===== src/rtl/qfs_pkg.sv =====
package qfs_pkg;
  localparam int NUM_CH = 4;
  localparam int CH_W   = $clog2(NUM_CH);
  typedef logic [CH_W-1:0] chan_t;
endpackage


===== src/rtl/qfs_fifo.sv =====
module qfs_fifo #(
  parameter int DATA_W = 16,
  parameter int DEPTH  = 32,
  localparam int AW    = (DEPTH > 1) ? $clog2(DEPTH) : 1,
  localparam int CW    = $clog2(DEPTH + 1)
) (
  input  logic              clk,
  input  logic              rst,
  input  logic              wr_en,
  input  logic [DATA_W-1:0] wr_data,
  input  logic              rd_en,
  output logic [DATA_W-1:0] rd_data,
  output logic [CW-1:0]     count,
  output logic              full
);
  logic [DATA_W-1:0] mem [DEPTH];
  logic [AW-1:0]     wr_ptr, rd_ptr;
  logic              wr_ok, rd_ok;

  function automatic logic [AW-1:0] ptr_next(input logic [AW-1:0] p);
    return (p == AW'(DEPTH - 1)) ? '0 : p + AW'(1);
  endfunction

  assign full  = (count == CW'(DEPTH));
  assign wr_ok = wr_en && !full;
  assign rd_ok = rd_en && (count != '0);

  // storage without reset so the array maps onto RAM
  always_ff @(posedge clk) begin
    if (wr_ok) mem[wr_ptr] <= wr_data;
  end

  // head word is visible before the read strobe
  assign rd_data = mem[rd_ptr];

  always_ff @(posedge clk) begin
    if (rst) begin
      wr_ptr <= '0;
      rd_ptr <= '0;
      count  <= '0;
    end else begin
      if (wr_ok) wr_ptr <= ptr_next(wr_ptr);
      if (rd_ok) rd_ptr <= ptr_next(rd_ptr);
      count <= count + CW'(wr_ok) - CW'(rd_ok);
    end
  end
endmodule


===== src/rtl/qfs_seq.sv =====
module qfs_seq
  import qfs_pkg::*;
#(
  parameter int DEPTH = 32,
  localparam int CW   = $clog2(DEPTH + 1)
) (
  input  logic              clk,
  input  logic              rst,
  input  logic [CW-1:0]     cnt [NUM_CH],
  input  logic              out_ready,
  output logic [NUM_CH-1:0] pop,
  output logic              out_valid,
  output chan_t             phase,
  output logic              sof,
  output logic              misalign
);
  logic          in_frame;
  logic          all_eq;
  logic [CW-1:0] min_cnt;
  logic          fire;
  logic          skew;

  assign in_frame = (phase != '0);
  assign sof      = !in_frame;

  always_comb begin
    all_eq  = 1'b1;
    min_cnt = cnt[0];
    for (int i = 1; i < NUM_CH; i++) begin
      if (cnt[i] != cnt[0]) all_eq = 1'b0;
      if (cnt[i] < min_cnt) min_cnt = cnt[i];
    end
  end

  assign out_valid = in_frame || (all_eq && (cnt[0] != '0));
  assign fire      = out_valid && out_ready;
  assign skew      = !in_frame && !all_eq;

  always_comb begin
    for (int i = 0; i < NUM_CH; i++) begin
      pop[i] = (fire && (phase == chan_t'(i))) || (skew && (cnt[i] > min_cnt));
    end
  end

  always_ff @(posedge clk) begin
    if (rst) begin
      phase    <= '0;
      misalign <= 1'b0;
    end else begin
      if (fire) phase <= phase + chan_t'(1);
      if (skew) misalign <= 1'b1;
    end
  end
endmodule


===== src/rtl/quad_frame_serializer.sv =====
module quad_frame_serializer
  import qfs_pkg::*;
#(
  parameter int DATA_W = 16,
  parameter int DEPTH  = 32
) (
  input  logic                     clk,
  input  logic                     rst,
  input  logic [NUM_CH-1:0]        in_wr,
  input  logic [NUM_CH*DATA_W-1:0] in_data,
  input  logic                     out_ready,
  output logic                     out_valid,
  output logic [DATA_W-1:0]        out_data,
  output logic [CH_W-1:0]          out_chan,
  output logic                     out_sof,
  output logic [NUM_CH-1:0]        ovf_flag,
  output logic                     misalign_flag
);
  localparam int CW = $clog2(DEPTH + 1);

  logic [CW-1:0]     cnt  [NUM_CH];
  logic [DATA_W-1:0] head [NUM_CH];
  logic [NUM_CH-1:0] full;
  logic [NUM_CH-1:0] pop;
  chan_t             phase;

  for (genvar g = 0; g < NUM_CH; g++) begin : g_lane
    qfs_fifo #(.DATA_W(DATA_W), .DEPTH(DEPTH)) u_fifo (
      .clk     (clk),
      .rst     (rst),
      .wr_en   (in_wr[g]),
      .wr_data (in_data[g*DATA_W +: DATA_W]),
      .rd_en   (pop[g]),
      .rd_data (head[g]),
      .count   (cnt[g]),
      .full    (full[g])
    );
  end

  qfs_seq #(.DEPTH(DEPTH)) u_seq (
    .clk       (clk),
    .rst       (rst),
    .cnt       (cnt),
    .out_ready (out_ready),
    .pop       (pop),
    .out_valid (out_valid),
    .phase     (phase),
    .sof       (out_sof),
    .misalign  (misalign_flag)
  );

  always_ff @(posedge clk) begin
    if (rst) ovf_flag <= '0;
    else     ovf_flag <= ovf_flag | (in_wr & full);
  end

  assign out_chan = phase;
  assign out_data = head[phase];
endmodule


===== config.mk =====
export PLATFORM = sky130hd
export DESIGN_NAME = quad_frame_serializer
export DESIGN_NICKNAME = d
export VERILOG_FILES = /design/src/rtl/qfs_pkg.sv /design/src/rtl/qfs_fifo.sv /design/src/rtl/qfs_seq.sv /design/src/rtl/quad_frame_serializer.sv
export SDC_FILE = /design/constraint.sdc
export NUM_CORES = 2
export LEC_CHECK = 0
export ABC_CLOCK_PERIOD_IN_PS = 14200
export BUFFER_PORTS_ARGS = -buffer_cell sky130_fd_sc_hd__buf_2
export CAP_MARGIN = 20
export CORE_UTILIZATION = 38
export DETAILED_ROUTE_END_ITERATION = 12
export PLACE_DENSITY_LB_ADDON = 0.3
export RECOVER_POWER = 25
export SLEW_MARGIN = 25
export SYNTH_ARGS = -nofsm -noshare
export SYNTH_HDL_FRONTEND = slang
export SYNTH_HIERARCHICAL = 1
export SYNTH_SLANG_ARGS = --single-unit

===== constraint.sdc =====
create_clock -name clk -period 14.2 [get_ports clk]
set_clock_uncertainty 0.1 [all_clocks]
set_input_delay 2.84 -clock clk [delete_from_list [all_inputs] [get_ports clk]]
set_output_delay 2.84 -clock clk [all_outputs]
set_load 0.01 [all_outputs]

==> results.md <==
- Max Buffers Root-to-Sink: 3
- Primary FF master, synth: edfxtp_1
- Syn_nets: 4775
- FF+latch count, synth: 2139
- Via density: 5.50
- Hold buffers post-CTS: 0
- All-Layer GR Usage: 0.183
- Crit path kind: flop to flop
- EDFF count, synth: 2048
- Hold Worst Slack: 0.343 ns
- Antenna violations before repair: 2
- Final period util: 0.652
- Max VDD drop: 172 uV
- Unrepaired setup endpoints after global routing: false
- CTS Sinks: 2139
- Crit path largest cell delay: 0.62 ns
- Worst hold path type: flop to flop
- CTS buffer count: 217
- Area leader, netlist: edfxtp_1
- Fin crit period: 9.25 ns
- Worst-Margin Slew: 2.17 ns
- DIE AREA: 0.226 mm2
- Failing checks: max-capacitance violations, max-slew violations
- Fill count: 19300
- Post-Layout Cell Count: 7991
- Vias after detailed routing: 43900
- Post-CTS Setup Inserts: 0
- First-pass GRT wire length: 302000 um
- Max cap viols: 47
- GPL Wtd Cong: 0.839
- Final hold viol count: 0
- Post-layout util: 0.433
- Multi-input gate area: 0.0204 mm2
- CP Launch Type: flop
- Max_slew headroom: -0.447
- Power, Total: 15.8 mW
- Distinct cell type count after synthesis: 84
- Worst Reg-to-Reg Cells: 36
- Fin nets: 5003
- Crit Reg-Reg Endpoint: g_lane[3].u_fifo/count[4]$_SDFF_PP0_
- Register Area: 0.0634 mm2
- Crit. End Element: flop
- Starting density of the core: 0.383
- Die Y: 476 um
- CTS tree: yes
- First-pass DRT Iterations: 6
- Root Buffer: clkbuf_16
- Die X: 476 um
- Io pins: 96
- Max FO, Critical Path: 11
- LEAKAGE: 29.2 nW
- Mapped Cells: 4611
- Clock-pin slew on the worst setup and hold paths: 0.06 ns
- Worst Hold Endpoint: u_seq/misalign$_SDFFE_PP0P_
- Synthesized area: 0.0853 mm2
- Post-DRT Antenna Nets: 0
- Slowest-stage cell, CP: dfxtp_1
- Worst skew pair latency: 0.87 ns
- Post-synth top area share: 0.721
- Worst reg2reg path startpoint: g_lane[0].u_fifo/count[1]$_SDFF_PP0_
- WL/cell: 26.1 um
- Largest cells by area after synthesis: edfxtp_1, mux4_2, mux2i_1, a22oi_1, dfxtp_1
- Largest net degree at the start of global routing: 137
- Cell area after layout: 0.0964 mm2
- Final setup margin: 4.95 ns
- Seq/Total Area, Yosys: 0.742
- Pwr Density: 164 mW/mm2
- Final WL: 209000 um
- Placed Instances: 7595
- Post-DP Area: 0.0895 mm2
- Final setup viols: 0
- Status: complete, but fails checks
- Vias in the first global route: 43100
- Ys async rst share: 0
- Initial drt markers: 4140
- Hold Path Cell Cnt: 2
- Slew Limit Fails: 1552
- Area Growth Syn to Fin: 13.0%
- DRC: 0
- Maximum clock frequency: 0.108 GHz
- Setup TNS: 0 ns
- Hold path start: u_seq/misalign$_SDFFE_PP0P_
- H-tree depth: 4
- Post-CTS resize count: 0
- DP HPWL: 125000 um
- R2R Setup Slk: 4.95 ns
- Syn. warnings: 6
- Core area: 0.223 mm2
- Avg Inst Size Synth: 18.5 um2
- Num rows: 173
- IO Port Bufs: 95
- Gr ovfl total: 0
- CP Data Required Time: 14.72 ns
- Share of layout cells above drive strength 1: 0.167
- CP arrival: 9.77 ns
- CP most frequent cell: ha_1
- Post-place setup slack: 5.26 ns
power breakdown:
| group | leakage [nW] | internal, mW | switching [mW] |
|---|---|---|---|
| Sequential | 19.2 | 7.04 | 0.153 |
| Clock | 3.35 | 3.10 | 2.41 |
| Combinational | 6.69 | 1.18 | 1.90 |
| Total | 29.2 | 11.3 | 4.46 |
critical path, delay by kind of cell (launching register included):
family	cells	cell delay (ns)
mux	1	0.20
compound gates	13	3.08
flops	1	0.62
simple gates	11	2.38
buf+inv	4	0.29
fa+ha+maj	7	2.30
kinds of logic (layout without fill, tap and decap cells):
kind of cell / Yosys count / count (layout) / share of synthesized area
AOI/OAI and AO/OA: 549 / 549 / 0.0462
buffers and inverters: 330 / 731 / 0.0196
other: 0 / 4 / 0
xor gates and xnor gates: 21 / 21 / 0.00216
muxes: 806 / 806 / 0.135
DFF: 2139 / 2139 / 0.742
adders and majority gates: 94 / 94 / 0.0141
and+or+nand+nor: 672 / 672 / 0.0410
area by class of cell:
class	count	share of cell area
Tap cell	2975	0.0386
Timing Repair Buffer	262	0.0178
Sequential cell	2139	0.657
Multi-Input combinational cell	2142	0.211
Clock inverter	102	0.0107
Inverter	77	0.00310
Antenna cell	4	0.000104
Clock buffer	290	0.0610
state kept, by name, indices dropped and copies added, names as in the netlist, named ones only:
register              cells
g_lane.u_fifo/count      24
ovf_flag                  4
u_seq/phase               2
g_lane.u_fifo/rd_ptr     20
g_lane.u_fifo/mem      2048
g_lane.u_fifo/wr_ptr     20
u_seq/misalign            1
Yosys cell counts, drive strengths merged (3+ instances only):
master and count:
a21o 6, a21oi 61, a221oi 3, a22oi 385
a31oi 15, a41o 4, a41oi 3, and2 8
and3 18, and3b 4, and4bb 4, buf 165
clkbuf 88, dfxtp 91, edfxtp 2048, fa 4
ha 89, inv 77, mux2 4, mux2i 530
mux4 272, nand2 86, nand2b 12, nand3 156
nand3b 14, nand4 66, nand4b 3, nand4bb 4
nor2 197, nor2b 24, nor3 13, nor3b 5
nor4 8, o21a 5, o21ai 33, o21bai 3
o31ai 6, o41ai 3, or3 15, or3b 9
or4 13, or4b 8, xnor2 12, xor2 9
worst max-delay path by stage:
| stage | slack, ns | depth (start not counted) | start | endpoint |
|---|---|---|---|---|
| floorplan | 6.52 | 41 | g_lane[0].u_fifo/count[2]$_SDFF_PP0_ | g_lane[3].u_fifo/count[4]$_SDFF_PP0_ |
| global placement | 5.39 | 36 | g_lane[0].u_fifo/count[1]$_SDFF_PP0_ | g_lane[3].u_fifo/count[4]$_SDFF_PP0_ |
| detailed placement | 5.26 | 36 | g_lane[0].u_fifo/count[1]$_SDFF_PP0_ | g_lane[3].u_fifo/count[4]$_SDFF_PP0_ |
| CTS | 5.23 | 36 | g_lane[0].u_fifo/count[1]$_SDFF_PP0_ | g_lane[3].u_fifo/count[4]$_SDFF_PP0_ |
| global route | 4.27 | 37 | g_lane[0].u_fifo/count[1]$_SDFF_PP0_ | g_lane[3].u_fifo/count[4]$_SDFF_PP0_ |
| finish | 4.95 | 36 | g_lane[0].u_fifo/count[1]$_SDFF_PP0_ | g_lane[3].u_fifo/count[4]$_SDFF_PP0_ |
layout by cell type (no fill, tap or decap), drive strengths merged, types with 9 or more instances in the layout:
cell type and instances:
inv 86, nand3b 14, or4 13, nand2b 12, nand2 86, a31oi 15, or3b 9, bufinv 10
ha 89, dfxtp 91, nor2b 24, xnor2 12, and3 18, clkinv 81, or3 15, a21oi 61
nor2 197, buf 215, o21ai 33, xor2 9, mux4 272, mux2i 530, nand4 66, nand3 156
edfxtp 2048, nor3 13, a22oi 385, clkbuf 337
layer usage:
layer  up-vias  GRT usage  wire [um]
li1      19200          -          -
met1     23100      0.246      88800
met2      1306      0.301     103000
met3       308     0.0274      10600
met4         0     0.0634       6960
met5         -          0          0
Power figures use the tool's default switching activity.
